## config.mk

```make
export PLATFORM = sky130hd
export DESIGN_NAME = mdp_core
export DESIGN_NICKNAME = d
export VERILOG_FILES = /design/src/rtl/mdp_pkg.sv /design/src/rtl/mdp_regfile.sv /design/src/rtl/mdp_alu.sv /design/src/rtl/mdp_core.sv
export SDC_FILE = /design/constraint.sdc
export NUM_CORES = 1
export LEC_CHECK = 0
export BUFFER_PORTS_ARGS = -buffer_cell sky130_fd_sc_hd__buf_2
export CAP_MARGIN = 20
export CORE_UTILIZATION = 57
export DETAILED_ROUTE_END_ITERATION = 8
export PLACE_DENSITY_LB_ADDON = 0.15
export SYNTH_ARGS = -nofsm -noshare
export SYNTH_HDL_FRONTEND = slang
export SYNTH_SLANG_ARGS = --single-unit
```

## constraint.sdc

```tcl
create_clock -name clk -period 8.3 [get_ports clk]
set_clock_uncertainty 0.05 [all_clocks]
set_input_delay 0.83 -clock clk [delete_from_list [all_inputs] [get_ports clk]]
set_output_delay 0.83 -clock clk [all_outputs]
set_load 0.01 [all_outputs]
```

## src/rtl/mdp_pkg.sv

```systemverilog
package mdp_pkg;
  typedef enum logic [2:0] {
    ALU_ADD = 3'd0,
    ALU_SUB = 3'd1,
    ALU_AND = 3'd2,
    ALU_OR  = 3'd3,
    ALU_SLT = 3'd4
  } alu_op_e;

  typedef enum logic [1:0] {
    OPB_LATCH = 2'd0,
    OPB_STEP  = 2'd1,
    OPB_IMM   = 2'd2,
    OPB_IMMSH = 2'd3
  } opb_sel_e;

  typedef enum logic [1:0] {
    NPC_ALU    = 2'd0,
    NPC_RESULT = 2'd1,
    NPC_JUMP   = 2'd2
  } npc_sel_e;
endpackage

```

## src/rtl/mdp_regfile.sv

```systemverilog
module mdp_regfile #(
  parameter int DW    = 16,
  parameter int DEPTH = 8,
  localparam int AW   = $clog2(DEPTH)
) (
  input  logic          clk,
  input  logic          we,
  input  logic [AW-1:0] waddr,
  input  logic [DW-1:0] wdata,
  input  logic [AW-1:0] raddr_a,
  input  logic [AW-1:0] raddr_b,
  output logic [DW-1:0] rdata_a,
  output logic [DW-1:0] rdata_b
);
  logic [DW-1:0] store [DEPTH];

  // entry 0 is never written; reads of index 0 are forced to zero
  always_ff @(posedge clk) begin
    if (we && (waddr != '0)) store[waddr] <= wdata;
  end

  assign rdata_a = (raddr_a == '0) ? '0 : store[raddr_a];
  assign rdata_b = (raddr_b == '0) ? '0 : store[raddr_b];
endmodule

```

## src/rtl/mdp_alu.sv

```systemverilog
module mdp_alu
  import mdp_pkg::*;
#(
  parameter int DW = 16
) (
  input  logic [DW-1:0] opa,
  input  logic [DW-1:0] opb,
  input  logic [2:0]    op,
  output logic [DW-1:0] res,
  output logic          is_zero
);
  always_comb begin
    case (alu_op_e'(op))
      ALU_ADD: res = opa + opb;
      ALU_SUB: res = opa - opb;
      ALU_AND: res = opa & opb;
      ALU_OR:  res = opa | opb;
      ALU_SLT: res = {{(DW-1){1'b0}}, ($signed(opa) < $signed(opb))};
      default: res = '0;
    endcase
  end

  assign is_zero = (res == '0);
endmodule

```

## src/rtl/mdp_core.sv

```systemverilog
module mdp_core
  import mdp_pkg::*;
#(
  parameter int DW       = 16,
  parameter int RF_DEPTH = 8,
  parameter int OPW      = 4,
  parameter int IMMW     = 6,
  parameter int TGTW     = 12,
  parameter int STEP     = 4,
  parameter int SHIFT    = 2
) (
  input  logic           clk,
  input  logic           rst,
  output logic [DW-1:0]  mem_addr,
  output logic [DW-1:0]  mem_wdata,
  input  logic [DW-1:0]  mem_rdata,
  output logic           mem_rd,
  output logic           mem_wr,
  input  logic           ctl_mem_rd,
  input  logic           ctl_mem_wr,
  input  logic           ctl_addr_sel,
  input  logic           ctl_ir_load,
  input  logic           ctl_pc_load,
  input  logic           ctl_pc_cond,
  input  logic [1:0]     ctl_pc_src,
  input  logic           ctl_srca,
  input  logic [1:0]     ctl_srcb,
  input  logic [2:0]     ctl_alu_op,
  input  logic           ctl_rf_we,
  input  logic           ctl_rf_dst,
  input  logic           ctl_rf_from_mem,
  output logic [OPW-1:0] opcode,
  output logic           zero
);
  localparam int RA     = $clog2(RF_DEPTH);
  localparam int RS_LSB = DW - OPW - RA;
  localparam int RT_LSB = RS_LSB - RA;
  localparam int RD_LSB = RT_LSB - RA;
  localparam int PCHI   = DW - TGTW - SHIFT;

  logic [DW-1:0] pc_q, ir_q, mdr_q, a_q, b_q, res_q;
  logic [DW-1:0] rf_a, rf_b, alu_a, alu_b, alu_y, pc_next, imm_sx, jaddr;
  logic [RA-1:0] f_rs, f_rt, f_rd, rf_waddr;
  logic          pc_en;

  assign f_rs = ir_q[RS_LSB +: RA];
  assign f_rt = ir_q[RT_LSB +: RA];
  assign f_rd = ir_q[RD_LSB +: RA];
  assign imm_sx = {{(DW-IMMW){ir_q[IMMW-1]}}, ir_q[IMMW-1:0]};
  assign jaddr  = {pc_q[DW-1 -: PCHI], ir_q[TGTW-1:0], {SHIFT{1'b0}}};

  // operand steering
  assign alu_a = ctl_srca ? a_q : pc_q;
  always_comb begin
    case (opb_sel_e'(ctl_srcb))
      OPB_LATCH: alu_b = b_q;
      OPB_STEP:  alu_b = DW'(STEP);
      OPB_IMM:   alu_b = imm_sx;
      default:   alu_b = imm_sx << SHIFT;
    endcase
  end

  mdp_alu #(.DW(DW)) u_alu (
    .opa(alu_a), .opb(alu_b), .op(ctl_alu_op), .res(alu_y), .is_zero(zero)
  );

  // next program counter
  always_comb begin
    case (npc_sel_e'(ctl_pc_src))
      NPC_ALU:    pc_next = alu_y;
      NPC_RESULT: pc_next = res_q;
      NPC_JUMP:   pc_next = jaddr;
      default:    pc_next = pc_q;
    endcase
  end
  assign pc_en = ctl_pc_load | (ctl_pc_cond & zero);

  always_ff @(posedge clk) begin
    if (rst)        pc_q <= '0;
    else if (pc_en) pc_q <= pc_next;
  end

  always_ff @(posedge clk) begin
    if (ctl_ir_load) ir_q <= mem_rdata;
  end

  // free-running holding registers
  always_ff @(posedge clk) begin
    mdr_q <= mem_rdata;
    a_q   <= rf_a;
    b_q   <= rf_b;
    res_q <= alu_y;
  end

  assign rf_waddr = ctl_rf_dst ? f_rd : f_rt;

  mdp_regfile #(.DW(DW), .DEPTH(RF_DEPTH)) u_rf (
    .clk(clk),
    .we(ctl_rf_we),
    .waddr(rf_waddr),
    .wdata(ctl_rf_from_mem ? mdr_q : res_q),
    .raddr_a(f_rs),
    .raddr_b(f_rt),
    .rdata_a(rf_a),
    .rdata_b(rf_b)
  );

  assign mem_addr  = ctl_addr_sel ? res_q : pc_q;
  assign mem_wdata = b_q;
  assign mem_rd    = ctl_mem_rd;
  assign mem_wr    = ctl_mem_wr;
  assign opcode    = ir_q[DW-1 -: OPW];
endmodule

```

==> Word level (Yosys, flattened, before mapping) <==
Memories as Yosys holds them, arrays and structs flattened. A register that Yosys moved wholly into a read port is not among the register bits.
Index checks and enable logic that the tools add are counted.
{ "word_totals": {"register_bits": 64, "ramBits": 128, "out_inout_bits": 39, "word_cells": 43, "mem_count": 1} }
{ "mem_list": {"columns": ["memory", "words", "width", "read_ports", "rd_ports_with_merged_regs", "wr", "line_no", "text"], "rows": [
  ["u_rf.store", 8, 16, 2, 2, 1, "mdp_regfile.sv:15", "logic [DW-1:0] store [DEPTH];"]
]} }
{ "op_classes": {"addsub": 2, "magnitude_cmp": 1, "n_eq_ne": 8, "muxes": 9, "bitwise_logic": 5, "n_reduce_logical": 12} }
{ "ops": {"columns": ["op", "count"], "rows": [
  ["one-hot mux 16 bit (3 select lines)", 2],
  ["one-hot mux 16 bit (5 select lines)", 1],
  ["two-way mux 16 bit", 3],
  ["adder 16 bit", 1],
  ["AND 16 bit", 1],
  ["zero test 16 bit", 1],
  ["< comparator 16 bit", 1],
  ["OR 16 bit", 1],
  ["subtractor 16 bit", 1],
  ["zero test 3 bit", 3],
  ["== test 3 x 2 -> 1 bit (second input constant)", 2],
  ["nonzero test 3 bit", 2],
  ["== test 2 x 1 -> 1 bit (second input constant)", 2],
  ["== test 2 bit (second input constant)", 2],
  ["zero test 2 bit", 2],
  ["== test 3 x 1 -> 1 bit (second input constant)", 1],
  ["== test 3 bit (second input constant)", 1],
  ["two-way mux 3 bit", 1],
  ["AND reduction 3 bit", 1],
  ["two-way mux 1 bit", 2],
  ["AND reduction 2 bit", 1],
  ["nonzero test 2 bit", 1],
  ["AND 1 bit", 1],
  ["logical AND 1 bit", 1],
  ["other kinds (2)", 2]
]} }

==> Logic depth before layout (Yosys ltp) <==
Gate-level depths: netlist (run 1).
{ "logic_depth": {"depth_word": 8, "mapped_depth": 18, "mapped_depth_nobuf": 15} }

==> Hierarchy <==
Synthesis (run 1) repeated with hierarchy kept, for this count alone.
{ "unflattened": {"cells_unflattened": 952, "hier_area_um2": 11479.8} }
{ "by_module_without_submodules": {"columns": ["mod", "n_inst", "cells_each", "area_per_inst_um2", "seq_area_each_um2"], "rows": [
  ["mdp_regfile", 1, 342, 5619.1, 3363.2],
  ["mdp_core", 1, 279, 3559.7, 2082.0],
  ["mdp_alu", 1, 331, 2301.0, 0.0]
]} }

==> Worst setup path before layout (run 1) <==
Ideal clock, no wire load.
{ "synth_timing": {"kind": "input to output", "from": "input ctl_srca", "to": "output zero", "arrival_ns": 4.675, "t_required_ns": 7.420, "slack_ns": 2.745, "path_stages": 16, "n_path_buf": 2, "path_cell_list": "clkbuf_1 buf_1 mux2_2 inv_1 ha_1 inv_1 fa_1 nor2b_1 o311ai_2 a31oi_2 a211oi_4 o31ai_1 xnor2_1 o211ai_4 or4b_4 nor3_1"} }
{ "synth_via": {"elab_chain_len": 4, "elab_cells_between_ends": 8, "cone_classes": "add/sub (2); order compare (1); mux (2); bitwise (2); reduce/logical (1)"} }
{ "synth_rtl": {"columns": ["item", "line_no", "text"], "rows": [
  ["start: declaration", "mdp_core.sv:26", "input logic ctl_srca,"],
  ["two-way mux 16 bit *", "mdp_core.sv:53", "assign alu_a = ctl_srca ? a_q : pc_q;"],
  ["subtractor 16 bit (tied with other cells)", "mdp_alu.sv:15", "ALU_SUB: res = opa - opb;"],
  ["one-hot mux 16 bit (5 select lines) *", "mdp_alu.sv:13", "case (alu_op_e'(op))"],
  ["net alu_y[12]", "mdp_core.sv:42", "logic [DW-1:0] rf_a, rf_b, alu_a, alu_b, alu_y, pc_next, imm_sx, jaddr;"],
  ["zero test 16 bit *", "mdp_alu.sv:23", "assign is_zero = (res == '0);"],
  ["end: declaration", "mdp_core.sv:33", "output logic zero"]
]} }
Mark *: on every way through the listed nets, which the timed path passes. The rest lies on a longest branch.

==> Final worst setup path (run 1) <==
{ "layout_timing": {"from": "input ctl_srcb[1]", "to": "output zero"} }
{ "layout_via": {"elab_chain_len": 5, "elab_cells_between_ends": 11, "cone_classes": "add/sub (2); order compare (1); eq/ne (2); mux (2); bitwise (2); reduce/logical (2)"} }
{ "layout_rtl": {"columns": ["item", "line_no", "text"], "rows": [
  ["start: declaration", "mdp_core.sv:27", "input logic [1:0] ctl_srcb,"],
  ["== test 2 bit (tied with other cells)", "mdp_core.sv:55", "case (opb_sel_e'(ctl_srcb))"],
  ["one-hot mux 16 bit (3 select lines) *", "mdp_core.sv:55", null],
  ["subtractor 16 bit (tied with other cells)", "mdp_alu.sv:15", null],
  ["one-hot mux 16 bit (5 select lines) *", "mdp_alu.sv:13", null],
  ["net alu_y[11]", "mdp_core.sv:42", null],
  ["zero test 16 bit *", "mdp_alu.sv:23", null]
]} }
Marked as above.

==> impl_results.md, run 1 <==
* Status: finished, final reports clean
* DR pass1 iterations at 5
* Drt via density at 6.18
* Worst r2r dst: pc_q[0]
* Die Wd at 144 microns
* Maximum VDD drop at 0.196 mV
* Multi-input logic area at 5450 sq um
* Max-slew violation count at 0
* Rows at 51
* Wire per inst at 22.4 microns
* Total number of vias at 8068
* Synthesis-stage register bit count at 208
* Synth Net Count at 1082
* Post-route antenna net violation count at 0
* Routability cong. at 0.914
* Slew margin rel. at 35.2%
* Post-Syn Area per Cell at 11.5 sq um
* Crit end category: primary output
* Max frequency at 163 MHz
* Layout cells sized above 1 at 24.0%
* Final setup violation count at 0
* RSZ-0062 raised after global routing: false
* Clk sinks at 208
* Gr ovfl total at 0
* Number of H-tree levels at 1
* CTS tree: yes
* Worst slew pin tran at 968 ps
* Startpoint types: primary input
* Die Y at 144 microns
* R2R depth at 16
* DP HPWL at 20300 microns
* Total chip power at 2.78 mW
* Register area at 5450 sq um
* CTS buffer count at 21
* Reg2Reg Setup Slack at 3630 ps
* Total GRT Usage at 29.1%
* Layout fillers at 1566
* Initial antenna violation count at 0
* Routed Wire Length at 29200 microns
* Layout area overhead at 9.73%
* Hold crit path type: primary input to register
* IO Count at 74
* Max Root-Sink Buffers at 3
* Power Dens Cells at 222 nW/um^2
* # diodes at 0
* Synth Warn # at 0
* Core ar. at 19500 sq um
* Crit Path Max Fanout at 13
* Synth unique cells at 80
* Max_cap viols at 0
* Initial Util at 58.5%
* Ys flop type: edfxtp_1
* Fraction of registers with async set/reset at 0%
* Hold EP: mdr_q[0]
* R2R Path Start: ir_q[0]
* WHS Path Cells at 1
* Post-CTS setup buffers at 0
* WP data arrival at 5270 ps
* CTS root buf: clkbuf_16
* Hold Fails Final Rpt at 0
* First-pass GRT wire length at 44500 microns
* Nets at 1115
* Post-Synthesis Cells at 993
* Buffers on Ports at 69
* Leak Pwr at 4.87 nW
* Final min period at 6150 ps
* Starting DRT DRC Count at 639
* Critical setup path kind: primary input to primary output
* HP Start: mem_rdata[0]
* Post-synth EDFFs at 128
* Worst EP required at 7420 ps
* Pin count of the biggest net entering global routing at 51
* Cts hold-fix bufs at 0
* Drc violations at 0
* Die area at 20600 sq um
* Vias in the first global route at 7825
* Period utilization at 74.1%
* Post-CTS Resized at 0
* Clock slew at reported path FFs at 60 ps
* Clock Latency Late Sink at 500 ps
* Register area share after synthesis at 47.7%
* Sum Neg Setup Slack at 0 ps
* Post-synthesis cell area at 11400 sq um
-- per-stage QoR --
step	setup WS (ps)	area (sq um)	cells	utilization (%)	hold WS [ps]
detailed placement	2260	11900	1268	60.9	417
global placement	2350	11900	1268	60.9	408
global route	1960	12500	1305	64.2	388
floorplan	2740	11400	993	-	393
CTS	2240	12500	1305	64.2	383
finish	2150	12500	1305	64.2	394
-- report_power, final --
part	switching (mW)	internal (mW)
clock network	0.366	0.516
logic	0.395	0.253
registers	0.0570	1.19
total	0.818	1.96
-- how the worst max path moves through the flow --
stage	from	to	slack, ps	depth (start not counted)
2_1_floorplan	ctl_srca	zero	2740	16
3_3_place_gp	ctl_srcb[1]	zero	2350	14
3_5_place_dp	ctl_srcb[1]	zero	2260	14
4_1_cts	ctl_srcb[1]	zero	2240	14
5_1_grt	ctl_srcb[1]	zero	1960	14
6_report	ctl_srcb[1]	zero	2150	14
-- logic make-up (layout without fill, tap and decap cells) --
kind of cell    after synthesis  in the layout  synth area share [%]
compound gates              240            240                  15.4
fa+ha+maj                    54             54                  6.04
buf+inv                     132            179                  4.73
xor+xnor                      8              8                 0.613
mux                         138            138                  16.6
flops                       208            208                  47.7
simple gates                213            213                  8.95
-- layout by cell type, fill, tap and decap left out, drive strengths merged, types with 6 or more instances in the layout --
cell type / instances
inv: 58
mux2i: 23
nand2b: 9
ha: 52
a21o: 17
a31oi: 10
a211oi: 12
a221o: 11
dfxtp: 80
o31ai: 6
a22oi: 32
nor3: 14
nor2b: 11
clkbuf: 34
o211ai: 19
mux2: 82
edfxtp: 128
nand2: 84
o21ai: 56
mux4: 33
buf: 83
nand3: 13
nor2: 44
xnor2: 7
a21oi: 32
-- routing by layer --
metal	global-route usage [%]	wire length [microns]	part of all wire [%]
met2	48.8	14100	48
met4	11.4	976	3.3
met5	0	0	0
met3	2.50	1690	5.8
met1	39.2	12500	43
-- state kept, by name, indices dropped and copies added (netlist names) --
| signal | flops |
|---|---|
| res_q | 16 |
| u_rf.store | 112 |
| pc_q | 16 |
| a_q | 16 |
| mdr_q | 16 |
| mem_wdata | 16 |
| ir_q | 16 |
-- critical path: stages --
cell,delay (ps)
buf_2,170
nor2_1,730
a22o_1,300
ha_1,360
inv_1,100
a221oi_1,380
a21oi_1,210
a211oi_1,670
xnor2_1,190
o22ai_1,100
a21o_1,230
or4b_4,540
nor3_1,250
buf_2,190
-- cell type report --
class | count | area share [%]
clock inverters | 3 | 0.130
repair buffers | 83 | 3.59
well taps | 265 | 2.64
clock buffers | 34 | 5.01
inverters | 59 | 1.77
multi-input cells | 653 | 43.4
flip-flops and latches | 208 | 43.4
-- Yosys cell counts, types with 3 or more instances --
library cell    n  area share, %
and2_1          4           0.22
o31ai_1         6           0.39
a21oi_1        32            1.4
nor3_1         14           0.61
and3_1          4           0.22
mux2i_1        23            2.0
buf_2          12           0.53
nand2b_1        9           0.49
o21ai_0        50            2.2
nor2_1         44            1.4
a22oi_1        32            2.1
or3_1           3           0.16
edfxtp_1      128             34
a21o_1         17            1.1
a211oi_1       11           0.72
ha_1           52            5.7
clkbuf_1       44            1.4
a221o_1        11           0.96
buf_4           8           0.53
a31oi_1         7           0.38
a211o_1         3           0.23
o22ai_1         3           0.16
mux2_2         82            8.1
nand2_1        84            2.8
a22o_1          4           0.31
nand3_1        13           0.57
a221oi_1        4           0.31
dfxtp_1        80             14
nor4_1          4           0.22
nor2b_1        11           0.60
o211ai_1       18            1.2
o21ai_1         4           0.18
nor3b_1         5           0.33
mux4_2         33            6.5
o21a_1          4           0.26
buf_1           9           0.30
a31o_1          3           0.23
inv_1          58            1.9
xnor2_1         7           0.54
No activity file was read; power rests on OpenSTA's default activity.
==> inputs of run 2 (changes only) <==
--- a/config.mk
+++ b/config.mk
@@ -5,6 +5,7 @@
 export SDC_FILE = /design/constraint.sdc
 export NUM_CORES = 1
 export LEC_CHECK = 0
+export ABC_AREA = 1
 export BUFFER_PORTS_ARGS = -buffer_cell sky130_fd_sc_hd__buf_2
 export CAP_MARGIN = 20
 export CORE_UTILIZATION = 57
==> constraint.sdc (replaced) <==
create_clock -name clk -period 5.85 [get_ports clk]
set_clock_uncertainty 0.05 [all_clocks]
set_input_delay 0.585 -clock clk [delete_from_list [all_inputs] [get_ports clk]]
set_output_delay 0.585 -clock clk [all_outputs]
set_load 0.01 [all_outputs]
==> impl_results.md, run 2 <==
* Status: finished, final reports clean
* Compound-Gate Fraction of Synth Area at 18.3%
* Drt via density at 5.73
* Routability cong. at 1.03
* Synth area leader: edfxtp_1
* Clock slew at reported path FFs at 60 ps
* Post-CTS Resized at 0
* Synthesis-stage register bit count at 224
* Layout Cells excl Fill at 1905
* Startpoint types: register
* Wire per inst at 18.8 microns
* Maximum VDD drop at 0.300 mV
* Layout fillers at 1857
* Setup WS pre-CTS at 1370 ps
* Core ar. at 21200 sq um
* Sum Neg Setup Slack at 0 ps
* Hold Fails Final Rpt at 0
* Hold crit path type: primary input to register
* Worst slew pin tran at 1110 ps
* Post-route antenna net violation count at 0
* First-pass GRT wire length at 54500 microns
* Layout area overhead at 9.46%
* Number of H-tree levels at 1
* Power Dens Cells at 315 nW/um^2
* Biggest register: u_rf.store
* RSZ-0062 raised after global routing: false
* Max-slew violation count at 0
* Fraction of registers with async set/reset at 0%
* Commonest cells after routing, fill and taps aside: o21ai_0, nand2_1, inv_1
* Most area-consuming cells after synthesis: edfxtp_1, dfxtp_1, o21ai_0
* Period utilization at 82.1%
* Final setup violation count at 0
* Total number of vias at 10911
* Largest family of logic cells by synthesized area: compound AO/OA/AOI/OAI gates
* Critical setup path kind: register to primary output
* Final Hold Slack at 131 ps
* Final min period at 4800 ps
* Pin count of the biggest net entering global routing at 98
* Slew margin rel. at 25.0%
* # diodes at 0
* Post-synth EDFFs at 144
* Mux cell area share after synthesis at 0.271%
* Total GRT Usage at 32.1%
* Initial Util at 58.8%
* Ys flop type: edfxtp_1
* Die area at 22500 sq um
* Post-Synthesis Cells at 1571
* Nets at 1702
* Max_cap viols at 0
* Die Wd at 150 microns
* Vias in the first global route at 9987
* Placed cell area at 13000 sq um
* Synth Warn # at 0
* Max frequency at 208 MHz
* Rows at 53
* WP data arrival at 4170 ps
* Layout cells sized above 1 at 9.94%
* Post-route design area at 13700 sq um
* Placed cells at 1863
* Cts hold-fix bufs at 0
* Synth unique cells at 42
* Max Root-Sink Buffers at 3
* Clk sinks at 224
* PnR worst setup slack at 1050 ps
* Post-synthesis cell area at 12500 sq um
* CTS tree: yes
* CTS root buf: clkbuf_16
* Leak Pwr at 6.01 nW
* Die Y at 150 microns
* Routed Wire Length at 35800 microns
* Post-synth top area share at 34.7%
* Gr ovfl total at 0
* Clock Latency Late Sink at 520 ps
* Initial antenna violation count at 0
* Crit end category: primary output
* Synth top cells by count: nand2_1, o21ai_0, inv_1
* Simple-gate area share of the yosys netlist at 18.2%
* DR pass1 iterations at 6
* Buffers on Ports at 69
* XOR/XNOR share of the synthesized area at 0.0702%
* Post-CTS setup buffers at 0
* Drc violations at 0
* Synth Area in Adders at 5.53%
* Crit Path Max Fanout at 10
* Register area share after synthesis at 47.5%
* Worst EP required at 5220 ps
* Max reg flops at 128
* CTS buffer count at 23
* IO Count at 74
* DP HPWL at 25000 microns
* Post-Syn Area per Cell at 7.94 sq um
* Starting DRT DRC Count at 1152
==> run 2: area by class of cell <==
| class | count | area, sq um | share of cell area (%) |
|---|---|---|---|
| clock buffer | 33 | 633 | 4.63 |
| tap | 275 | 344 | 2.52 |
| sequential | 224 | 5930 | 43.4 |
| timing repair buffer | 87 | 480 | 3.52 |
| inverter | 224 | 841 | 6.15 |
| clock inverter | 9 | 76.3 | 0.559 |
| multi-input combinational | 1053 | 5360 | 39.2 |
==> run 2: final timing paths <==
kind                     to           from  slack, ps  cells past startpoint
setup / recovery       zero        ir_q[5]       1050                     16
hold reg to reg     pc_q[0]        pc_q[0]        430                      2
setup reg to reg   pc_q[10]        ir_q[5]       1780                     20
hold / removal    mdr_q[15]  mem_rdata[15]        130                      1
==> run 2: logic make-up after synthesis <==
| logic type | count (synthesis) |
|---|---|
| simple gates | 540 |
| compound gates | 439 |
| buf+inv | 309 |
| flops | 224 |
| fa+ha+maj | 54 |
| mux | 3 |
| other cells | 1 |
| xor+xnor | 1 |
==> run 2: critical path, cell delays in order (launching register included) <==
cell and delay (ps):
edfxtp_1 440, nand2_1 110, clkinv_1 310, a21oi_1 360, inv_1 90, ha_1 570
inv_1 230, a21oi_1 210, nand2_1 80, a21oi_1 170, nand3_1 100, nand3_1 130
nand3_2 130, nor2_1 110, nand2_1 80, nor4_1 310, buf_2 210
==> run 2: per-layer routing <==
layer / vias up / GRT usage, % / wire length, microns
met2: 492 / 53.9 / 17200
met5: - / 0 / 0
met1: 5042 / 42.0 / 14300
li1: 5282 / - / -
met3: 95 / 3.66 / 2940
met4: 0 / 13.8 / 1340
==> run 2: power by group <==
| part | total (mW) | switching (mW) | internal, mW |
|---|---|---|---|
| logic | 1.02 | 0.720 | 0.305 |
| clock network | 1.38 | 0.582 | 0.799 |
| registers | 1.90 | 0.0716 | 1.83 |
| total | 4.30 | 1.37 | 2.93 |
==> run 2: metrics by stage <==
stage | power [mW] | util, %
floorplan | 2.62 | -
global placement | 2.92 | 61.0
detailed placement | 2.93 | 61.0
CTS | 4.30 | 64.4
global route | 4.51 | 64.4
finish | 4.30 | 64.4
